[config.mk]
export PLATFORM = sky130hd
export DESIGN_NAME = aperture_xlate
export DESIGN_NICKNAME = d
export VERILOG_FILES = /design/src/rtl/apx_pkg.sv /design/src/rtl/apx_dir.sv /design/src/rtl/apx_tcache.sv /design/src/rtl/apx_ctl.sv /design/src/rtl/aperture_xlate.sv
export SDC_FILE = /design/constraint.sdc
export NUM_CORES = 1
export LEC_CHECK = 0
export BUFFER_PORTS_ARGS = -buffer_cell sky130_fd_sc_hd__buf_2
export CORE_MARGIN = 2
export CORE_UTILIZATION = 35
export CTS_CLUSTER_DIAMETER = 80
export DETAILED_ROUTE_END_ITERATION = 7
export HOLD_SLACK_MARGIN = 0.1
export SLEW_MARGIN = 5
export SYNTH_ARGS = -nofsm -noshare
export SYNTH_HDL_FRONTEND = slang
export SYNTH_SLANG_ARGS = --single-unit
[constraint.sdc]
create_clock -name clk -period 2.4 [get_ports clk]
set_input_delay 0.6 -clock clk [delete_from_list [all_inputs] [get_ports clk]]
set_output_delay 0.6 -clock clk [all_outputs]
set_load 0.05 [all_outputs]
[src/rtl/apx_pkg.sv]
package apx_pkg;
    localparam int ADDR_W = 32;
    localparam int PAGE_W = 20;
    localparam int OFF_W  = 10;
    localparam int TOP_W  = ADDR_W - PAGE_W - 2;

    localparam logic [31:0] CTL_ARM = 32'h0000_2200;
    localparam logic [31:0] CTL_RUN = 32'h0000_2280;

    typedef enum logic [1:0] {
        ST_IDLE,
        ST_ISSUE,
        ST_WAIT
    } apx_state_e;

    function automatic logic [6:0] slots_for_code(input logic [7:0] code);
        logic [6:0] n;
        case (code)
            8'd0:    n = 7'd64;
            8'd32:   n = 7'd32;
            8'd48:   n = 7'd16;
            default: n = 7'd8;
        endcase
        return n;
    endfunction
endpackage

[src/rtl/apx_dir.sv]
module apx_dir #(
    parameter int SLOTS = 64
) (
    input  logic                       clk,
    input  logic                       rst_n,
    input  logic                       wr_en,
    input  logic [31:0]                wr_word,
    input  logic [$clog2(SLOTS)-1:0]   rd_slot,
    output logic                       rd_present,
    output logic [apx_pkg::PAGE_W-1:0] rd_page
);
    localparam int SW = $clog2(SLOTS);

    logic [SLOTS-1:0]           present_q;
    logic [apx_pkg::PAGE_W-1:0] page_q [SLOTS];
    logic [SW-1:0]              wr_slot;

    assign wr_slot = wr_word[SW-1:0];

    always_ff @(posedge clk or negedge rst_n) begin
        if (!rst_n)
            present_q <= '0;
        else if (wr_en)
            present_q[wr_slot] <= wr_word[8];
    end

    always_ff @(posedge clk) begin
        if (wr_en)
            page_q[wr_slot] <= wr_word[31:12];
    end

    assign rd_present = present_q[rd_slot];
    assign rd_page    = page_q[rd_slot];
endmodule

[src/rtl/apx_tcache.sv]
module apx_tcache #(
    parameter int ENTRIES = 4,
    parameter int KEY_W   = 20,
    parameter int VAL_W   = 20
) (
    input  logic             clk,
    input  logic             rst_n,
    input  logic             clr,
    input  logic [KEY_W-1:0] look_key,
    output logic             hit,
    output logic [VAL_W-1:0] hit_val,
    input  logic             fill,
    input  logic [KEY_W-1:0] fill_key,
    input  logic [VAL_W-1:0] fill_val
);
    localparam int PW = (ENTRIES > 1) ? $clog2(ENTRIES) : 1;

    logic [ENTRIES-1:0] valid_q;
    logic [ENTRIES-1:0] match;
    logic [KEY_W-1:0]   key_q [ENTRIES];
    logic [VAL_W-1:0]   val_q [ENTRIES];
    logic [PW-1:0]      ptr_q;

    for (genvar i = 0; i < ENTRIES; i++) begin : g_cmp
        assign match[i] = valid_q[i] && (key_q[i] == look_key);
    end

    always_comb begin
        hit_val = '0;
        for (int i = 0; i < ENTRIES; i++)
            if (match[i]) hit_val = hit_val | val_q[i];
    end
    assign hit = |match;

    always_ff @(posedge clk or negedge rst_n) begin
        if (!rst_n) begin
            valid_q <= '0;
            ptr_q   <= '0;
        end else if (clr) begin
            valid_q <= '0;
            ptr_q   <= '0;
        end else if (fill) begin
            valid_q[ptr_q] <= 1'b1;
            ptr_q <= (ptr_q == PW'(ENTRIES - 1)) ? '0 : ptr_q + 1'b1;
        end
    end

    always_ff @(posedge clk) begin
        if (fill && !clr) begin
            key_q[ptr_q] <= fill_key;
            val_q[ptr_q] <= fill_val;
        end
    end

    assert_single_match_R8: assert property (@(posedge clk) disable iff (!rst_n)
        $onehot0(match));
    assert_clear_empties_R8: assert property (@(posedge clk) disable iff (!rst_n)
        clr |=> (valid_q == '0));
endmodule

[src/rtl/apx_ctl.sv]
module apx_ctl (
    input  logic        clk,
    input  logic        rst_n,
    input  logic        we,
    input  logic [31:0] wdata,
    output logic        enable,
    output logic        flush
);
    logic [31:0] last_q;

    always_ff @(posedge clk or negedge rst_n) begin
        if (!rst_n)
            last_q <= '0;
        else if (we)
            last_q <= wdata;
    end

    assign enable = (last_q == apx_pkg::CTL_RUN);
    assign flush  = we && (wdata == apx_pkg::CTL_RUN) && (last_q == apx_pkg::CTL_ARM);

    assert_flush_enables_R7: assert property (@(posedge clk) disable iff (!rst_n)
        flush |=> enable);
endmodule

[src/rtl/aperture_xlate.sv]
module aperture_xlate #(
    parameter int DIR_SLOTS     = 64,
    parameter int CACHE_ENTRIES = 4
) (
    input  logic        clk,
    input  logic        rst_n,
    input  logic        dir_we,
    input  logic [31:0] dir_wdata,
    input  logic        ctl_we,
    input  logic [31:0] ctl_wdata,
    input  logic [9:0]  ap_base,
    input  logic [7:0]  ap_size,
    input  logic        req_valid,
    input  logic [31:0] req_addr,
    output logic        req_ready,
    output logic        resp_valid,
    output logic        resp_hit,
    output logic [31:0] resp_paddr,
    output logic        mem_req_valid,
    output logic [31:0] mem_req_addr,
    input  logic        mem_req_ready,
    input  logic        mem_rsp_valid,
    input  logic [31:0] mem_rsp_data
);
    import apx_pkg::*;

    localparam int SW = $clog2(DIR_SLOTS);

    apx_state_e state_q, state_d;

    logic              enable, flush;
    logic [TOP_W-1:0]  slot_raw;
    logic              in_ap, accept, quick;
    logic              d_present;
    logic [PAGE_W-1:0] d_page;
    logic              c_hit;
    logic [PAGE_W-1:0] c_val;
    logic              fill;
    logic [PAGE_W-1:0] vpn_q;
    logic [11:0]       lo_q;
    logic [31:0]       ent_addr_q;

    apx_ctl u_ctl (
        .clk(clk), .rst_n(rst_n), .we(ctl_we), .wdata(ctl_wdata),
        .enable(enable), .flush(flush)
    );

    apx_dir #(.SLOTS(DIR_SLOTS)) u_dir (
        .clk(clk), .rst_n(rst_n), .wr_en(dir_we), .wr_word(dir_wdata),
        .rd_slot(slot_raw[SW-1:0]), .rd_present(d_present), .rd_page(d_page)
    );

    apx_tcache #(.ENTRIES(CACHE_ENTRIES), .KEY_W(PAGE_W), .VAL_W(PAGE_W)) u_cache (
        .clk(clk), .rst_n(rst_n), .clr(flush || dir_we),
        .look_key(req_addr[31:12]), .hit(c_hit), .hit_val(c_val),
        .fill(fill), .fill_key(vpn_q), .fill_val(mem_rsp_data[31:12])
    );

    assign slot_raw = req_addr[31:22] - ap_base;
    assign in_ap    = slot_raw < {3'b000, slots_for_code(ap_size)};
    assign accept   = req_valid && (state_q == ST_IDLE);
    assign quick    = !enable || !in_ap || c_hit || !d_present;

    // state register
    always_ff @(posedge clk or negedge rst_n) begin
        if (!rst_n)
            state_q <= ST_IDLE;
        else
            state_q <= state_d;
    end

    // next state and handshake outputs
    always_comb begin
        state_d       = state_q;
        req_ready     = 1'b0;
        mem_req_valid = 1'b0;
        fill          = 1'b0;
        unique case (state_q)
            ST_IDLE: begin
                req_ready = 1'b1;
                if (accept && !quick) state_d = ST_ISSUE;
            end
            ST_ISSUE: begin
                mem_req_valid = 1'b1;
                if (mem_req_ready) state_d = ST_WAIT;
            end
            ST_WAIT: begin
                if (mem_rsp_valid) begin
                    fill    = mem_rsp_data[0];
                    state_d = ST_IDLE;
                end
            end
            default: state_d = ST_IDLE;
        endcase
    end

    // response and captured request
    always_ff @(posedge clk or negedge rst_n) begin
        if (!rst_n) begin
            resp_valid <= 1'b0;
            resp_hit   <= 1'b0;
            resp_paddr <= '0;
            vpn_q      <= '0;
            lo_q       <= '0;
            ent_addr_q <= '0;
        end else begin
            resp_valid <= 1'b0;
            unique case (state_q)
                ST_IDLE: begin
                    if (accept && quick) begin
                        resp_valid <= 1'b1;
                        resp_hit   <= enable && in_ap && c_hit;
                        resp_paddr <= (enable && in_ap && c_hit) ? {c_val, req_addr[11:0]} : '0;
                    end else if (accept) begin
                        vpn_q      <= req_addr[31:12];
                        lo_q       <= req_addr[11:0];
                        ent_addr_q <= {d_page, req_addr[21:12], 2'b00};
                    end
                end
                ST_ISSUE: ;
                ST_WAIT: begin
                    if (mem_rsp_valid) begin
                        resp_valid <= 1'b1;
                        resp_hit   <= mem_rsp_data[0];
                        resp_paddr <= mem_rsp_data[0] ? {mem_rsp_data[31:12], lo_q} : '0;
                    end
                end
                default: ;
            endcase
        end
    end

    assign mem_req_addr = ent_addr_q;

    assert_hold_request_R4: assert property (@(posedge clk) disable iff (!rst_n)
        (mem_req_valid && !mem_req_ready) |=> (mem_req_valid && $stable(mem_req_addr)));
    assert_word_aligned_R4: assert property (@(posedge clk) disable iff (!rst_n)
        mem_req_valid |-> (mem_req_addr[1:0] == 2'b00));
    assert_read_needs_lookup_R6: assert property (@(posedge clk) disable iff (!rst_n)
        $rose(mem_req_valid) |-> $past(req_valid && req_ready));
    assert_miss_zero_R6: assert property (@(posedge clk) disable iff (!rst_n)
        (resp_valid && !resp_hit) |-> (resp_paddr == 32'h0));
    assert_stall_R9: assert property (@(posedge clk) disable iff (!rst_n)
        mem_req_valid |-> !req_ready);
    assert_resp_after_data_R9: assert property (@(posedge clk) disable iff (!rst_n)
        (state_q == ST_WAIT && mem_rsp_valid) |=> resp_valid);
endmodule

==> results.cfg, run 1 <==
[critical_path]
cp.buffers_inverters = 8
most_used_cell_cp = sky130_fd_sc_hd__buf_6
worstPathRequired_ps = 3050
worst_ep_arrival_time_ps = 4150
cp-end-kind = flop
setup.worst_path.start_class = input port
timing.setup.critical_path_class = input port to flop
crit_path_max_fanout = 8
critPathSlowestCell = sky130_fd_sc_hd__fa_4
worstPathCellList = buf_8, buf_6, fa_4, buf_12, mux4_2, mux2i_1, mux2i_1, buf_4, mux2i_4, buf_6, mux2i_4, nand4_1, buf_6, buf_12, buf_16, mux2_2
max_stage_delay_ps = 950
cpLargestDelayFamily = multiplexers

[sta]
layout_worst_path_cycle_share_pct = 146
finalClockSkew_ps = 56.6
max_clock_freq_ghz = 0.286
setup_slack_ps = -1100
max-slew-margin-rel_pct = 41.6
worst_slew_pin_slew_ps = 877
fin_hold_ws_ps = 178
unrepaired_setup_endpoints_after_global_routing = true
min_period_ps = 3500
setup_violations = 87
timing_max_transition_violations_final = 0
timing.final.hold_violations = 0

[pwr]
internal_power_mw = 50.2
leakagePower_nw = 27.4
power.net_switching_mw = 15.1
power.density_cell_area_nw_per_um2 = 824
power.switching_fraction_pct = 23.2
maximum_vdd_drop_mv = 0.613
share_seq_of_total_power_pct = 48.0
comb_power_share_pct = 11.4
clkPwrFrac_pct = 40.6
total_power_mw = 65.3

[placed_design]
port_buffers = 202
placedCellCount = 5755
globalplace.congestion = 0.811
dp_hpwl_mm = 107

[logic_synthesis]
yosys.cell_types.count = 49
synth_warnings = 0
synthesis.area_per_instance_um2 = 21.6
synth_seq_cells = 1630
dominantRegCellSynth = sky130_fd_sc_hd__edfxtp_1
synth_cells = 2953
synth-seq-area-share_pct = 75.3
syn-cell-area_um2 = 63700
postSynth.asyncResetShare_pct = 11.7
synth-edff-count = 1440

[clock_network]
cts_buffer_depth = 3
cts-root-buf = sky130_fd_sc_hd__clkbuf_16
cts_buffers = 171
cts_num_sinks = 1630
clock_tree_from_tritoncts = done
clkLatencyLatePin_ps = 810
worst_setup_hold_path_clk_slew_ps = 60
clock_tree.htree_level_count = 4

[grt]
groute.usage.overall_pct = 18.4
largest_net_degree_at_the_start_of_global_routing = 65
first_global_vias = 33380
globalRouteOverflowTotal = 0
antenna_found_initial = 7
global_route_wire_length_before_repair_mm = 246

[floorplanning]
die_width_um = 431
core-area_um2 = 181000
initial_utilization_pct = 35.2
floorplan.die_area_um2 = 186000
chipHeight_um = 431
fp-row-count = 156
pin_count = 221

[cells_and_area]
final_cell_count_no_fill = 6145
syn2layout_area_growth_pct = 24.4
final_layout_size_suffix_gt1_share_pct = 42.7
fillerInstances = 15314
nNetsFinal = 3793

[detailed_routing]
drtPass1Iterations = 7
drc_errors = 0
wl_per_cell_um = 28.0
initialDrtViolationCount = 3257
finalWirelength_mm = 172
route.antenna.remaining_nets = 0
vias_per_cell = 5.32
vias = 32676

[status]
failing_checks = negative setup slack
run_status = complete, but fails checks

[flow_run]
cap_violations = 0

[worst_hold_path]
holdCritPathClass = input port to flop
placed cells by master, fill, tap and decap left out, drive strengths merged, types with 33 or more instances in the layout:
cell type	count
nand2	72
dfrtp	190
nor2	74
xnor2	53
xor2	33
mux4	416
a22o	33
dlygate4sd3	40
clkinv	66
edfxtp	1440
buf	630
mux2	180
clkbuf	229
path summary, 6_finish.rpt:
check | startpoint | end | slack (ps) | cells past startpoint
hold reg to reg | resp_paddr[25] | resp_paddr[25] | 500 | 1
max in group asynchronous | rst_n | mem_req_addr[26] | 1290 | 3
hold / removal | ctl_wdata[10] | u_ctl.last_q[10] | 180 | 3
setup reg to reg | u_cache.key_q[2][17] | vpn_q[9] | -680 | 13
setup / recovery | ap_base[1] | vpn_q[9] | -1100 | 16
min in group asynchronous | rst_n | u_ctl.last_q[23] | 360 | 2
per-layer routing:
metal / GRT usage (%) / vias up / routed length (um)
met4: 4.43 / 0 / 3610
met1: 25.8 / 17638 / 74200
li1: - / 13605 / -
met2: 30.0 / 1205 / 83900
met5: 0 / - / 0
met3: 3.36 / 228 / 10500
cell families (layout without fill, tap and decap cells):
family | after synthesis | after routing | share of synthesized area, %
simple gates | 265 | 265 | 2.03
fa+ha+maj | 17 | 17 | 0.345
compound gates | 145 | 145 | 1.68
buf+inv | 197 | 1013 | 1.32
xor+xnor | 86 | 86 | 1.19
mux | 612 | 612 | 18.1
other cells | 1 | 7 | 0.00588
flops | 1630 | 1630 | 75.3
worst min-delay path, stage by stage:
cell and delay (ps):
sky130_fd_sc_hd__buf_2 90, sky130_fd_sc_hd__buf_4 90, sky130_fd_sc_hd__mux2_2 130
power groups by stage:
stage | clock network [mW] | logic [mW] | registers, mW
floorplan | 0 | 3.77 | 31.9
global placement | 0 | 6.98 | 31.9
detailed placement | 0 | 7.01 | 31.9
CTS | 27.0 | 7.47 | 31.3
global route | 28.2 | 7.84 | 31.4
finish | 26.5 | 7.46 | 31.3
synthesized netlist by cell type (12+ instances only):
library cell	instances	share of area, %
sky130_fd_sc_hd__edfxtp_1	1440	68
sky130_fd_sc_hd__buf_4	12	0.14
sky130_fd_sc_hd__a22o_1	33	0.45
sky130_fd_sc_hd__a221oi_1	20	0.27
sky130_fd_sc_hd__buf_2	30	0.24
sky130_fd_sc_hd__nor4_1	25	0.25
sky130_fd_sc_hd__mux2i_1	16	0.25
sky130_fd_sc_hd__inv_1	18	0.11
sky130_fd_sc_hd__nor2_1	74	0.44
sky130_fd_sc_hd__nand3_1	13	0.10
sky130_fd_sc_hd__buf_1	13	0.077
sky130_fd_sc_hd__mux2_2	154	2.7
sky130_fd_sc_hd__a31oi_1	22	0.22
sky130_fd_sc_hd__dfrtp_1	190	7.5
sky130_fd_sc_hd__and2_1	26	0.26
sky130_fd_sc_hd__nand2_1	72	0.42
sky130_fd_sc_hd__mux2_1	26	0.46
sky130_fd_sc_hd__xor2_1	33	0.45
sky130_fd_sc_hd__mux4_2	416	15
sky130_fd_sc_hd__xnor2_1	52	0.71
sky130_fd_sc_hd__a211oi_1	20	0.24
sky130_fd_sc_hd__nand4_1	18	0.18
sky130_fd_sc_hd__o21ai_0	26	0.20
sky130_fd_sc_hd__clkbuf_1	121	0.71
sky130_fd_sc_hd__ha_1	16	0.31
state kept, by name, indices dropped and copies added (netlist names), 2 cells and up:
name             flops
state_q              2
u_dir.present_q     64
u_cache.val_q       80
mem_req_addr        20
u_cache.valid_q      4
vpn_q               20
u_ctl.last_q        32
u_cache.key_q       80
u_dir.page_q      1280
resp_paddr          32
lo_q                12
u_cache.ptr_q        2
area by class of cell:
| class | instances | area (um^2) | area share, % |
|---|---|---|---|
| Clock inverter | 94 | 1000 | 1.26 |
| Sequential cell | 1630 | 48000 | 60.5 |
| Antenna cell | 5 | 12.5 | 0.0158 |
| Tap cell | 2370 | 2970 | 3.74 |
| Timing Repair Buffer | 675 | 6720 | 8.48 |
| Clock buffer | 226 | 4660 | 5.88 |
| Inverter | 18 | 70.1 | 0.0884 |
| Multi-Input combinational cell | 1127 | 15800 | 20.0 |
through the flow:
step / setup TNS (ps) / setup WS [ps] / cell area, um^2 / util, %
global route: -89000 / -1080 / 79300 / 43.8
detailed placement: -264380 / -2360 / 72200 / 39.9
floorplan: -198360 / -1640 / 64400 / -
CTS: -81680 / -999 / 79000 / 43.7
global placement: -263850 / -2350 / 72200 / 39.9
finish: -88770 / -1100 / 79300 / 43.8
timing repair:
action                     4_1_cts  5_1_grt
setup endpoints to repair      251      251
gates cloned                    10        3
hold buffers                    40        0
pin swaps                       14       13
buffers inserted                11        3
hold endpoints to repair       168        0
gates resized for setup         92       23
Note: power is estimated with default switching activity, not from simulation.
==> inputs of run 2 (changes only) <==
- MAX_ROUTING_LAYER: not set -> met4
==> run 2 against run 1 <==
The run still ends with negative setup slack left. Die area stayed put. Maximum frequency grew 0.20%. Clock power hardly changed. Core utilization is essentially flat. Combinational power about the same. Sequential share of layout area hardly changed. Worst setup slack better by 7.1 ps. Total power barely moved. Final cell count is essentially flat. Hold slack about the same. Critical path depth unchanged. Largest cell class unchanged. Global-route usage increased by 0.57 points.
==> results.cfg, run 2 (synthesis gave the netlist of run 1 again) <==
[floorplanning]
pin_count = 221
chipHeight_um = 431
initial_utilization_pct = 35.2
fp-row-count = 156
die_width_um = 431
core-area_um2 = 181000
floorplan.die_area_um2 = 186000

[detailed_routing]
vias = 32718
drtPass1Iterations = 5
route.antenna.remaining_nets = 0
drc_errors = 0
vias_per_cell = 5.32
initialDrtViolationCount = 3375
wl_per_cell_um = 28.1
finalWirelength_mm = 173

[cells_and_area]
registers.top_by_ff_count = u_dir.page_q
design_area_um2 = 79300
syn2layout_area_growth_pct = 24.4
fillerInstances = 15310
final_layout_size_suffix_gt1_share_pct = 42.7
largest_reg_flops = 1280
nNetsFinal = 3793
reg.largest.list = u_dir.page_q x1280, u_cache.key_q x80, u_cache.val_q x80
layout.cells.most_common_list = sky130_fd_sc_hd__edfxtp_1, sky130_fd_sc_hd__mux4_2, sky130_fd_sc_hd__buf_4, sky130_fd_sc_hd__buf_2, sky130_fd_sc_hd__dfrtp_1
fin_util_pct = 43.8
commonest_non_fill_non_tap_cell_in_the_layout = sky130_fd_sc_hd__edfxtp_1

[critical_path]
cp.buffers_inverters = 8
startpoint_of_the_lowest_slack_register_to_register_path = u_cache.key_q[2][17]
setup.worst_path.start_class = input port
crit_path_max_fanout = 8
worst_ep_arrival_time_ps = 4140
worstPathCellList = buf_8, buf_6, fa_4, buf_12, mux4_2, mux2i_1, mux2i_1, buf_4, mux2i_4, buf_6, mux2i_4, nand4_1, buf_6, buf_12, buf_16, mux2_2
worstPathRequired_ps = 3050
critPathSlowestCell = sky130_fd_sc_hd__fa_4
max_stage_delay_ps = 940
cp-end-kind = flop
cpLargestDelayFamily = multiplexers
timing.setup.critical_path_class = input port to flop
cp-startpoint = ap_base[1]
most_used_cell_cp = sky130_fd_sc_hd__buf_6

[clock_network]
cts_buffers = 171
cts_buffer_depth = 3
worst_setup_hold_path_clk_slew_ps = 60
cts_num_sinks = 1630
clkLatencyLatePin_ps = 810
clock_tree_from_tritoncts = done
cts-root-buf = sky130_fd_sc_hd__clkbuf_16
clock_tree.htree_level_count = 4

[placed_design]
globalplace.congestion = 0.824
dpl_cell_area_um2 = 72200
dp_hpwl_mm = 107
port_buffers = 202

[flow_run]
cap_violations = 0

[grt]
antenna_found_initial = 10
first_global_vias = 33306
global_route_wire_length_before_repair_mm = 246
largest_net_degree_at_the_start_of_global_routing = 65
groute.usage.overall_pct = 19.0
globalRouteOverflowTotal = 0

[sta]
timing.final.hold_violations = 0
layout_worst_path_cycle_share_pct = 145
setup_slack_ps = -1090
max_clock_freq_ghz = 0.287
unrepaired_setup_endpoints_after_global_routing = true
setup_violations = 87
worst_slew_pin_slew_ps = 872
max-slew-margin-rel_pct = 41.9
min_period_ps = 3490
finalClockSkew_ps = 55.6
timing_max_transition_violations_final = 0

[worst_hold_path]
holdCritPathClass = input port to flop
worstHoldStart = ctl_wdata[10]

[status]
failing_checks = negative setup slack
run_status = complete, but fails checks

[pwr]
power.density_cell_area_nw_per_um2 = 824
maximum_vdd_drop_mv = 0.613
leakagePower_nw = 27.4
## run 2: changes by cell type in the layout (fill, tap and decap cells not counted)
cell / previous run / this run
sky130_fd_sc_hd__a211oi_1: 8 / 6
sky130_fd_sc_hd__a211oi_2: 9 / 11
sky130_fd_sc_hd__buf_12: 126 / 125
sky130_fd_sc_hd__buf_6: 18 / 16
sky130_fd_sc_hd__buf_8: 8 / 9
sky130_fd_sc_hd__clkbuf_16: 177 / 179
sky130_fd_sc_hd__diode_2: 5 / 6
## run 2: stage by stage
| step | total power, mW | setup TNS [ps] | setup WS, ps | instances | hold slack, ps |
|---|---|---|---|---|---|
| after floorplan | 35.7 | -198360 | -1640 | 2954 | 304 |
| after global placement | 38.9 | -263850 | -2350 | 5755 | 474 |
| after detailed placement | 38.9 | -264380 | -2360 | 5755 | 478 |
| after CTS | 65.8 | -81680 | -999 | 6135 | 118 |
| after global routing | 67.4 | -89300 | -1080 | 6145 | 144 |
| final | 65.3 | -88010 | -1090 | 6146 | 177 |
## run 2: power breakdown
part	switching, mW	internal, mW
logic	3.94	3.54
registers	0.144	31.2
clock network	11.0	15.5
total	15.1	50.2
## run 2: routing by layer
metal	part of all wire (%)	vias up	wire [um]	track usage, %
met4	2.1	0	3610	4.42
met5	0	-	0	-
met3	6.0	221	10400	3.16
li1	-	13603	-	-
met2	49	1214	84000	30.0
met1	43	17680	74800	25.9
## run 2: cell type report
class / count / area, um^2 / share of cell area, %
antenna: 6 / 15.0 / 0.0189
sequential: 1630 / 48000 / 60.5
clock inverter: 94 / 1000 / 1.26
tap: 2370 / 2970 / 3.74
clock buffer: 226 / 4660 / 5.87
multi-input combinational: 1127 / 15900 / 20.0
inverter: 18 / 70.1 / 0.0883
timing repair buffer: 675 / 6740 / 8.50
## run 2: path summary, 6_finish.rpt
path / end / slack [ps] / depth (start not counted)
hold / removal: u_ctl.last_q[10] / 180 / 3
setup reg to reg: vpn_q[9] / -680 / 13
hold reg to reg: resp_paddr[25] / 500 / 1
setup / recovery: vpn_q[9] / -1090 / 16
min in group asynchronous: u_ctl.last_q[23] / 360 / 2
max in group asynchronous: mem_req_addr[26] / 1290 / 3
## run 2: what timing repair did
item                                    in CTS  in global routing
endpoints found under the setup margin     251                251
hold endpoints to repair                   168                  0
resized for setup                           92                 25
gates cloned                                10                  5
buffers inserted                            11                  1
pin swaps                                   14                 13
hold buffers                                40                  0
## run 2: worst reg2reg max path, cell delays in order, from the launching register on
cell	delay, ps
sky130_fd_sc_hd__edfxtp_1	370
sky130_fd_sc_hd__xor2_1	150
sky130_fd_sc_hd__nor4_1	380
sky130_fd_sc_hd__buf_4	180
sky130_fd_sc_hd__nand4_1	140
sky130_fd_sc_hd__nor4_2	370
sky130_fd_sc_hd__nor4_1	120
sky130_fd_sc_hd__buf_4	170
sky130_fd_sc_hd__buf_4	130
sky130_fd_sc_hd__nand4_1	120
sky130_fd_sc_hd__buf_6	130
sky130_fd_sc_hd__buf_12	140
sky130_fd_sc_hd__buf_16	200
sky130_fd_sc_hd__mux2_2	350
